===== config.mk =====
export PLATFORM = sky130hd
export DESIGN_NAME = ecc_err_recorder
export DESIGN_NICKNAME = d
export VERILOG_FILES = /design/src/rtl/ecc_rec_pkg.sv /design/src/rtl/ecc_status_reg.sv /design/src/rtl/ecc_chan_log.sv /design/src/rtl/ecc_err_recorder.sv
export SDC_FILE = /design/constraint.sdc
export NUM_CORES = 1
export LEC_CHECK = 0
export BUFFER_PORTS_ARGS = -buffer_cell sky130_fd_sc_hd__buf_2
export CORE_MARGIN = 2
export CORE_UTILIZATION = 51
export CTS_BUF_LIST = sky130_fd_sc_hd__clkbuf_8
export CTS_CLUSTER_SIZE = 16
export DETAILED_ROUTE_END_ITERATION = 8
export PLACE_DENSITY = 0.92
export SYNTH_ARGS = -nofsm -noshare
export SYNTH_HDL_FRONTEND = slang
export SYNTH_SLANG_ARGS = --single-unit
export TNS_END_PERCENT = 20

===== constraint.sdc =====
create_clock -name clk -period 1.7 [get_ports clk]
set_input_delay 0.34 -clock clk [delete_from_list [all_inputs] [get_ports clk]]
set_output_delay 0.34 -clock clk [all_outputs]
set_load 0.02 [all_outputs]

===== src/rtl/ecc_rec_pkg.sv =====
package ecc_rec_pkg;
  localparam int COL_W  = 16;
  localparam int ROW_W  = 16;
  localparam int BANK_W = 3;
  localparam int RANK_W = 2;
  localparam int SYND_W = 8;
  localparam int LOG_W  = 64;
  localparam int RANK_LSB = 27;
  localparam logic [1:0] FLG_CE = 2'b01;
  localparam logic [1:0] FLG_UE = 2'b10;

  function automatic logic [LOG_W-1:0] pack_record(
    input logic [COL_W-1:0]  col,
    input logic [ROW_W-1:0]  row,
    input logic [BANK_W-1:0] bank,
    input logic [RANK_W-1:0] rank,
    input logic [SYND_W-1:0] synd,
    input logic [1:0]        flags);
    pack_record = {col, row, bank, rank, 3'b000, synd, 14'd0, flags};
  endfunction
endpackage


===== src/rtl/ecc_status_reg.sv =====
module ecc_status_reg (
  input  logic       clk,
  input  logic       rst_n,
  input  logic       wr_stat,
  input  logic [1:0] w1c,
  input  logic       set_ce,
  input  logic       set_ue,
  output logic [1:0] st_q,
  output logic       clr_flags
);
  logic [1:0] st_n;

  always_comb begin
    st_n = st_q & ~(wr_stat ? w1c : 2'b00);
    st_n = st_n | {set_ue, set_ce};
  end

  assign clr_flags = wr_stat && (st_n == 2'b00);

  always_ff @(posedge clk or negedge rst_n) begin
    if (!rst_n) st_q <= 2'b00;
    else        st_q <= st_n;
  end

  p_ue_sets_r1: assert property (@(posedge clk) disable iff (!rst_n)
    set_ue |=> st_q[1]);
  p_w1c_clears_r2: assert property (@(posedge clk) disable iff (!rst_n)
    (wr_stat && w1c[0] && !set_ce) |=> !st_q[0]);
  p_w0_keeps_r2: assert property (@(posedge clk) disable iff (!rst_n)
    (st_q[0] && !(wr_stat && w1c[0])) |=> st_q[0]);
endmodule


===== src/rtl/ecc_chan_log.sv =====
module ecc_chan_log
  import ecc_rec_pkg::*;
(
  input  logic              clk,
  input  logic              rst_n,
  input  logic              en,
  input  logic              ce,
  input  logic              ue,
  input  logic [RANK_W-1:0] rank,
  input  logic [BANK_W-1:0] bank,
  input  logic [ROW_W-1:0]  row,
  input  logic [COL_W-1:0]  col,
  input  logic [SYND_W-1:0] synd,
  input  logic              clr_flags,
  output logic [LOG_W-1:0]  log_q,
  output logic              ce_evt,
  output logic              ue_evt
);
  logic take_ue, take_ce;

  assign ue_evt  = en & ue;
  assign ce_evt  = en & ce;
  assign take_ue = ue_evt & ~log_q[1];
  assign take_ce = ce_evt & ~ue_evt & (log_q[1:0] == 2'b00);

  always_ff @(posedge clk or negedge rst_n) begin
    if (!rst_n)         log_q <= '0;
    else if (take_ue)   log_q <= pack_record(col, row, bank, rank, synd, FLG_UE);
    else if (take_ce)   log_q <= pack_record(col, row, bank, rank, synd, FLG_CE);
    else if (clr_flags) log_q[1:0] <= 2'b00;
  end

  p_ue_frozen_r5: assert property (@(posedge clk) disable iff (!rst_n)
    (log_q[1] && !clr_flags) |=> $stable(log_q));
  p_first_ce_kept_r6: assert property (@(posedge clk) disable iff (!rst_n)
    ((log_q[1:0] == FLG_CE) && !ue_evt && !clr_flags) |=> $stable(log_q));
  p_idle_chan_r7: assert property (@(posedge clk) disable iff (!rst_n)
    (!en && !clr_flags) |=> $stable(log_q));
endmodule


===== src/rtl/ecc_err_recorder.sv =====
module ecc_err_recorder
  import ecc_rec_pkg::*;
#(
  parameter int NCH    = 2,
  parameter int RPC    = 4,
  parameter int ADDR_W = 3,
  parameter int DW     = 32
) (
  input  logic                   clk,
  input  logic                   rst_n,
  input  logic                   single_chan,
  input  logic [NCH-1:0]         ev_ce,
  input  logic [NCH-1:0]         ev_ue,
  input  logic [NCH*RANK_W-1:0]  ev_rank,
  input  logic [NCH*BANK_W-1:0]  ev_bank,
  input  logic [NCH*ROW_W-1:0]   ev_row,
  input  logic [NCH*COL_W-1:0]   ev_col,
  input  logic [NCH*SYND_W-1:0]  ev_synd,
  input  logic [ADDR_W-1:0]      reg_addr,
  input  logic                   reg_wr,
  input  logic [DW-1:0]          reg_wdata,
  output logic [DW-1:0]          reg_rdata,
  output logic                   err_irq
);
  localparam int GR_W     = $clog2(NCH * RPC);
  localparam int LOG_BASE = 2;

  logic [LOG_W-1:0] log_q [NCH];
  logic [NCH-1:0]   ce_evt, ue_evt;
  logic [1:0]       st_q;
  logic             clr_flags;
  logic [DW-1:0]    rank_word;

  for (genvar c = 0; c < NCH; c++) begin : g_ch
    logic en;
    assign en = (c == 0) ? 1'b1 : ~single_chan;
    ecc_chan_log u_log (
      .clk       (clk),
      .rst_n     (rst_n),
      .en        (en),
      .ce        (ev_ce[c]),
      .ue        (ev_ue[c]),
      .rank      (ev_rank[c*RANK_W +: RANK_W]),
      .bank      (ev_bank[c*BANK_W +: BANK_W]),
      .row       (ev_row[c*ROW_W +: ROW_W]),
      .col       (ev_col[c*COL_W +: COL_W]),
      .synd      (ev_synd[c*SYND_W +: SYND_W]),
      .clr_flags (clr_flags),
      .log_q     (log_q[c]),
      .ce_evt    (ce_evt[c]),
      .ue_evt    (ue_evt[c])
    );
  end

  ecc_status_reg u_stat (
    .clk       (clk),
    .rst_n     (rst_n),
    .wr_stat   (reg_wr && (reg_addr == '0)),
    .w1c       (reg_wdata[1:0]),
    .set_ce    (|ce_evt),
    .set_ue    (|ue_evt),
    .st_q      (st_q),
    .clr_flags (clr_flags)
  );

  always_comb begin
    rank_word = '0;
    for (int c = 0; c < NCH; c++)
      rank_word[c*4 +: GR_W] = GR_W'(c * RPC) + GR_W'(log_q[c][RANK_LSB +: RANK_W]);
  end

  always_comb begin
    reg_rdata = '0;
    if (reg_addr == ADDR_W'(0))      reg_rdata = {{(DW-2){1'b0}}, st_q};
    else if (reg_addr == ADDR_W'(1)) reg_rdata = rank_word;
    else begin
      for (int c = 0; c < NCH; c++) begin
        if (reg_addr == ADDR_W'(LOG_BASE + 2*c))     reg_rdata = log_q[c][DW-1:0];
        if (reg_addr == ADDR_W'(LOG_BASE + 2*c + 1)) reg_rdata = log_q[c][LOG_W-1:DW];
      end
    end
  end

  assign err_irq = |st_q;

  p_irq_follows_r10: assert property (@(posedge clk) disable iff (!rst_n)
    (ue_evt[0]) |=> err_irq);
endmodule


==> results of run 1 <==
[synthesized netlist by cell type (2+ instances only)]
cell type,instances,share of area (%)
a21oi_1,2,0.22
a22oi_1,14,2.3
and2_1,2,0.28
buf_2,2,0.22
buf_4,5,0.83
buf_6,9,2.3
clkbuf_1,3,0.25
dfrtp_1,96,53
inv_1,5,0.42
mux2_1,11,2.8
mux2_2,78,19
mux2i_1,30,6.7
nand2_1,10,0.83
nand2b_1,5,0.69
nor2b_1,19,2.6
o21ai_0,4,0.44
o22ai_1,17,2.4
o31ai_1,2,0.33
[kinds of logic after synthesis]
| family | share of synthesized area [%] |
|---|---|
| and+or+nand+nor | 5.89 |
| DFF | 53.3 |
| AOI/OAI and AO/OA | 6.61 |
| buffers and inverters | 4.17 |
| muxes | 30.0 |
[state kept, by name (all words and copies together), names as in the netlist]
| name | count |
|---|---|
| g_ch.u_log.log_q | 94 |
| u_stat.st_q | 2 |
[critical path, delay by kind of cell (launching register included)]
family          cells  cell delay, ns
mux                 1            0.48
flops               1            0.42
buf+inv             2            0.23
compound gates      1            0.07
[cell type report]
cell class	instances	area share (%)
repair buffers	161	17.3
clock inverters	4	1.33
inverters	6	0.392
flip-flops and latches	96	41.8
clock buffers	11	2.63
multi-input cells	206	34.2
well taps	108	2.35
[worst max-delay path by stage]
stage | startpoint | endpoint | slack [ns] | cells after the start
after detailed placement | reg_addr[0] | reg_rdata[1] | -0.005 | 5
final | u_stat.st_q[1] | reg_rdata[1] | -0.18 | 4
after global routing | g_ch[1].u_log.log_q[1] | reg_rdata[1] | -0.27 | 4
after global placement | reg_addr[2] | reg_rdata[14] | 0.01 | 6
after CTS | u_stat.st_q[1] | reg_rdata[1] | -0.19 | 4
after floorplan | reg_addr[1] | reg_rdata[12] | -0.002 | 5
[power breakdown]
part / switching (uW) / internal (uW)
Sequential: 239 / 2720
Clock: 771 / 907
Combinational: 531 / 668
[metrics by stage]
step	setup TNS [ns]	hold slack (ns)	total power, uW	setup WS (ns)
floorplan	-0.0149	0.0444	3690	-0.00238
global placement	0	0.282	4060	0.0143
detailed placement	-0.00484	0.291	4170	-0.00484
CTS	-0.368	0.188	5850	-0.192
global route	-0.480	0.187	6130	-0.266
finish	-0.333	0.201	5840	-0.183
[metal layers]
| layer | track usage (%) | share of wire (%) | up-vias |
|---|---|---|---|
| met2 | 40.8 | 54 | 101 |
| met1 | 26.0 | 39 | 1609 |
| met4 | 5.88 | 1.3 | 0 |
| li1 | - | - | 1485 |
| met5 | 0 | 0 | - |
| met3 | 4.94 | 5.3 | 9 |
[repair_timing]
action,4_1_cts,5_1_grt
hold buffers,1,0
endpoints found under the setup margin,6,24
pin swaps,0,0
resized for setup,8,15
endpoints found under the hold margin,27,0
buffers inserted,2,0
==> impl_metrics.json, run 1 <==
{
  "status": "finished with violations",
  "violations": "setup timing",
  "yosysWarnings": 0,
  "hpwlAfterDp_um": 7820,
  "clock_path_buffers": 2,
  "reg2reg_slack_ns": 0.15,
  "vias_per_cell": 5.41,
  "rr_startpoint": "g_ch[1].u_log.log_q[1]",
  "htreeDepth": 3,
  "grt_pass1_vias": 3515,
  "fin_util_pct": 66.6,
  "hold-path-endpoint": "g_ch[0].u_log.log_q[41]",
  "mostFrequentLayoutCells": "buf_2 (130), dfrtp_1 (96), mux2_2 (78)",
  "clock_skew_ns": 0.00869,
  "cp.arrival_ns": 1.54,
  "critical_path_required_ns": 1.36,
  "worst_r2r_path_depth": 5,
  "layout_commonest_cell": "buf_2",
  "cts_buffers": 9,
  "finalWorstSetupSlack_ns": -0.183,
  "critPathSlowestCell": "mux4_2",
  "grt_use_total_pct": 22.1,
  "synthCells": 328,
  "std_cell_rows": 34,
  "period_share_pct": 111,
  "tightest_slew_ns": 0.397,
  "layout-drive-gt1-share_pct": 56.2,
  "p_leak_uw": 0.00274,
  "post_drt_wl_per_cell_um": 17.7,
  "area_growth_pct": 27.6,
  "slew_viol_final": 0,
  "io_pins": 166,
  "power_density_nw_per_um2": 1020,
  "overflow": 0,
  "die_h_um": 98.0,
  "cts_root_buf": "clkbuf_8",
  "syn-cell-area_sq_um": 4500,
  "endpoint_kind": "output port",
  "port_buffers": 135,
  "path_class": "flop to output port",
  "multi_input_area_sq_um": 1960,
  "peakVddDrop_uv": 604,
  "crit_chain": "mux4_2 -> inv_2 -> o22ai_4 -> buf_6",
  "wl_um": 10500,
  "antenna_left": 0,
  "start_util_pct": 52.2,
  "hold_viol": 0,
  "path_clk_slew_ns": 0.10,
  "yosysUniqueCellTypes": 32,
  "num-fill-cells": 678,
  "critical_path.max_fanout": 2,
  "hold_path_depth": 2,
  "vias": 3204,
  "max_stage_delay_ns": 0.48,
  "place_congestion": 0.795,
  "hold_class": "input pin to flop",
  "dominantRegCellSynth": "dfrtp_1",
  "grt_pass1_wl_um": 16800,
  "slew_headroom_pct": 73.5,
  "drc_errors": 0,
  "finalCriticalPeriod_ns": 1.88,
  "die_area_sq_um": 9600,
  "final_area_sq_um": 5750,
  "drt-initial-drc-count": 117,
  "clkLatencyLatePin_ns": 0.34,
  "place_inst": 574,
  "placed_area_sq_um": 5430,
  "cts_sinks": 96,
  "grt_max_degree": 44,
  "fmax_ghz": 0.531,
  "nets": 613,
  "synth_seq_area_share_pct": 53.3,
  "cts_tree": "built",
  "asyncSetResetFlopFracSynth_pct": 100,
  "ys_ff_latch": 96,
  "fin_cells": 592,
  "setup_violations": 2,
  "synth_edf_count": 0,
  "rsz0062_at_grt": "yes",
  "syn_area_per_cell_sq_um": 13.7,
  "antenna_cells": 0,
  "drv_cap": 0,
  "syn-num-nets": 461,
  "regArea_sq_um": 2400,
  "dr.pass1.iters": 4,
  "worstSetupStartpointType": "flop",
  "die_width_um": 98.0,
  "antenna_found_initial": 0,
  "min-delay-start": "ev_row[9]",
  "r2r_end": "g_ch[1].u_log.log_q[29]",
  "core_region_area_sq_um": 8640
}
(Power assumes the default switching activity.)
==> inputs of run 2 (changes only) <==
--- a/config.mk
+++ b/config.mk
@@ -14,2 +14,3 @@
 export PLACE_DENSITY = 0.92
+export SKIP_CTS_REPAIR_TIMING = 1
 export SYNTH_ARGS = -nofsm -noshare
@@ -17,2 +18,2 @@
 export SYNTH_SLANG_ARGS = --single-unit
-export TNS_END_PERCENT = 20
+export TNS_END_PERCENT = 10
==> constraint.sdc (replaced) <==
create_clock -name clk -period 1.7 [get_ports clk]
set_input_delay 0.17 -clock clk [delete_from_list [all_inputs] [get_ports clk]]
set_output_delay 0.17 -clock clk [all_outputs]
set_load 0.02 [all_outputs]
==> impl_metrics.json, run 2 (synthesis results as in run 1) <==
{
  "htreeDepth": 3,
  "vias": 3183,
  "finalCriticalPeriod_ns": 1.66,
  "antenna_left": 0,
  "clock_skew_ns": 0.0121,
  "die_area_sq_um": 9600,
  "hold-path-endpoint": "g_ch[0].u_log.log_q[38]",
  "hold_class": "input pin to flop",
  "reg2reg_slack_ns": 0.09,
  "layout_commonest_cell": "buf_2",
  "drt-initial-drc-count": 131,
  "cts_root_buf": "clkbuf_8",
  "path_class": "flop to output port",
  "largest_registers": "g_ch.u_log.log_q (94), u_stat.st_q (2)",
  "crit_buf_inv": 2,
  "rsz0062_at_grt": "yes",
  "critical_path.max_fanout": 2,
  "die_width_um": 98.0,
  "mostFrequentLayoutCells": "buf_2 (132), dfrtp_1 (96), mux2_2 (78)",
  "rr_startpoint": "g_ch[1].u_log.log_q[1]",
  "fmax_ghz": 0.601,
  "grt_use_total_pct": 21.6,
  "std_cell_rows": 34,
  "path_clk_slew_ns": 0.10,
  "clock_path_buffers": 2,
  "max_stage_delay_ns": 0.47,
  "hold_viol": 0,
  "r2r_end": "g_ch[1].u_log.log_q[58]",
  "finalWorstSetupSlack_ns": 0.0363,
  "num-fill-cells": 680,
  "cts_sinks": 96,
  "status": "complete, no violations",
  "slew_headroom_pct": 70.4,
  "antenna_cells": 0,
  "vias_per_cell": 5.43,
  "io_pins": 166,
  "critPathSlowestCell": "mux4_2",
  "dr.pass1.iters": 5,
  "wl_um": 10200,
  "period_share_pct": 97.9,
  "crit_chain": "mux4_2 -> inv_2 -> o22ai_2 -> buf_6",
  "cp_top_family": "multiplexers",
  "post_drt_wl_per_cell_um": 17.3,
  "fin_util_pct": 64.5,
  "fin_cells": 586,
  "hpwlAfterDp_um": 7510,
  "place_congestion": 0.801,
  "peakVddDrop_uv": 513,
  "area_growth_pct": 23.6,
  "tightest_slew_ns": 0.444,
  "place_inst": 565,
  "cts_tree": "built",
  "largest_reg_flops": 94,
  "cts_buffers": 9,
  "grt_pass1_vias": 3371,
  "hold_path_depth": 3,
  "p_leak_uw": 0.00267,
  "overflow": 0,
  "drc_errors": 0,
  "clkLatencyLatePin_ns": 0.35,
  "antenna_found_initial": 0,
  "worstSetupStartpointType": "flop",
  "min-delay-start": "ev_row[6]",
  "start_util_pct": 52.2,
  "grt_max_degree": 36,
  "port_buffers": 135,
  "cp.arrival_ns": 1.49,
  "critical_path_required_ns": 1.53,
  "grt_pass1_wl_um": 16500,
  "fin_tns_setup_ns": 0,
  "core_region_area_sq_um": 8640,
  "regMostFlops": "g_ch.u_log.log_q",
  "setup_violations": 0,
  "layout-drive-gt1-share_pct": 54.0,
  "place_ws_ns": 0.183,
  "power_density_nw_per_um2": 1010,
  "drv_cap": 0,
  "slew_viol_final": 0,
  "endpoint_kind": "output port",
  "nets": 606,
  "worst_r2r_path_depth": 5,
  "die_h_um": 98.0
}
run 2: cell type report:
class / count / area, sq um / share of cell area, %
clock buffers: 10 / 138 / 2.47
clock inverters: 6 / 67.6 / 1.21
inverters: 6 / 22.5 / 0.404
multi-input cells: 206 / 1930 / 34.7
flip-flops and latches: 96 / 2400 / 43.1
well taps: 108 / 135 / 2.43
repair buffers: 154 / 873 / 15.7
run 2: worst reg2reg max path, cell delays in order, from the launching register on:
cell and delay (ns):
dfrtp_1 0.39, buf_4 0.14, nor2_1 0.26, o21ai_4 0.11
buf_4 0.26, mux2_2 0.34
run 2: where the power goes:
| part | internal [uW] | switching [uW] | leakage (uW) | total (uW) |
|---|---|---|---|---|
| Combinational | 640 | 517 | 0.00142 | 1160 |
| Clock | 729 | 787 | 0.000105 | 1520 |
| Sequential | 2720 | 229 | 0.00115 | 2950 |
| Total | 4090 | 1530 | 0.00267 | 5620 |
run 2: how the worst max path moves through the flow:
stage,endpoint,start,cells after the start
floorplan,g_ch[0].u_log.log_q[34],g_ch[0].u_log.log_q[0],4
global placement,reg_rdata[8],reg_addr[0],5
detailed placement,g_ch[0].u_log.log_q[0],reg_addr[2],5
CTS,reg_rdata[1],g_ch[0].u_log.log_q[28],4
global route,reg_rdata[1],g_ch[0].u_log.log_q[28],4
finish,reg_rdata[0],u_stat.st_q[0],4
run 2: metrics by stage:
stage	instance area (sq um)	total power (uW)	hold slack, ns
6_report	5570	5620	0.0312
5_1_grt	5570	5920	0.0219
4_1_cts	5510	5640	-0.253
3_5_place_dp	5300	4130	0.140
3_3_place_gp	5300	4040	0.136
2_1_floorplan	4500	3690	-0.126
run 2: routing by layer:
| metal | track usage (%) | wire (um) | vias to the layer above |
|---|---|---|---|
| li1 | - | - | 1476 |
| met5 | 0 | 0 | - |
| met3 | 4.44 | 541 | 12 |
| met4 | 6.94 | 138 | 0 |
| met1 | 26.9 | 4150 | 1579 |
| met2 | 37.7 | 5320 | 116 |
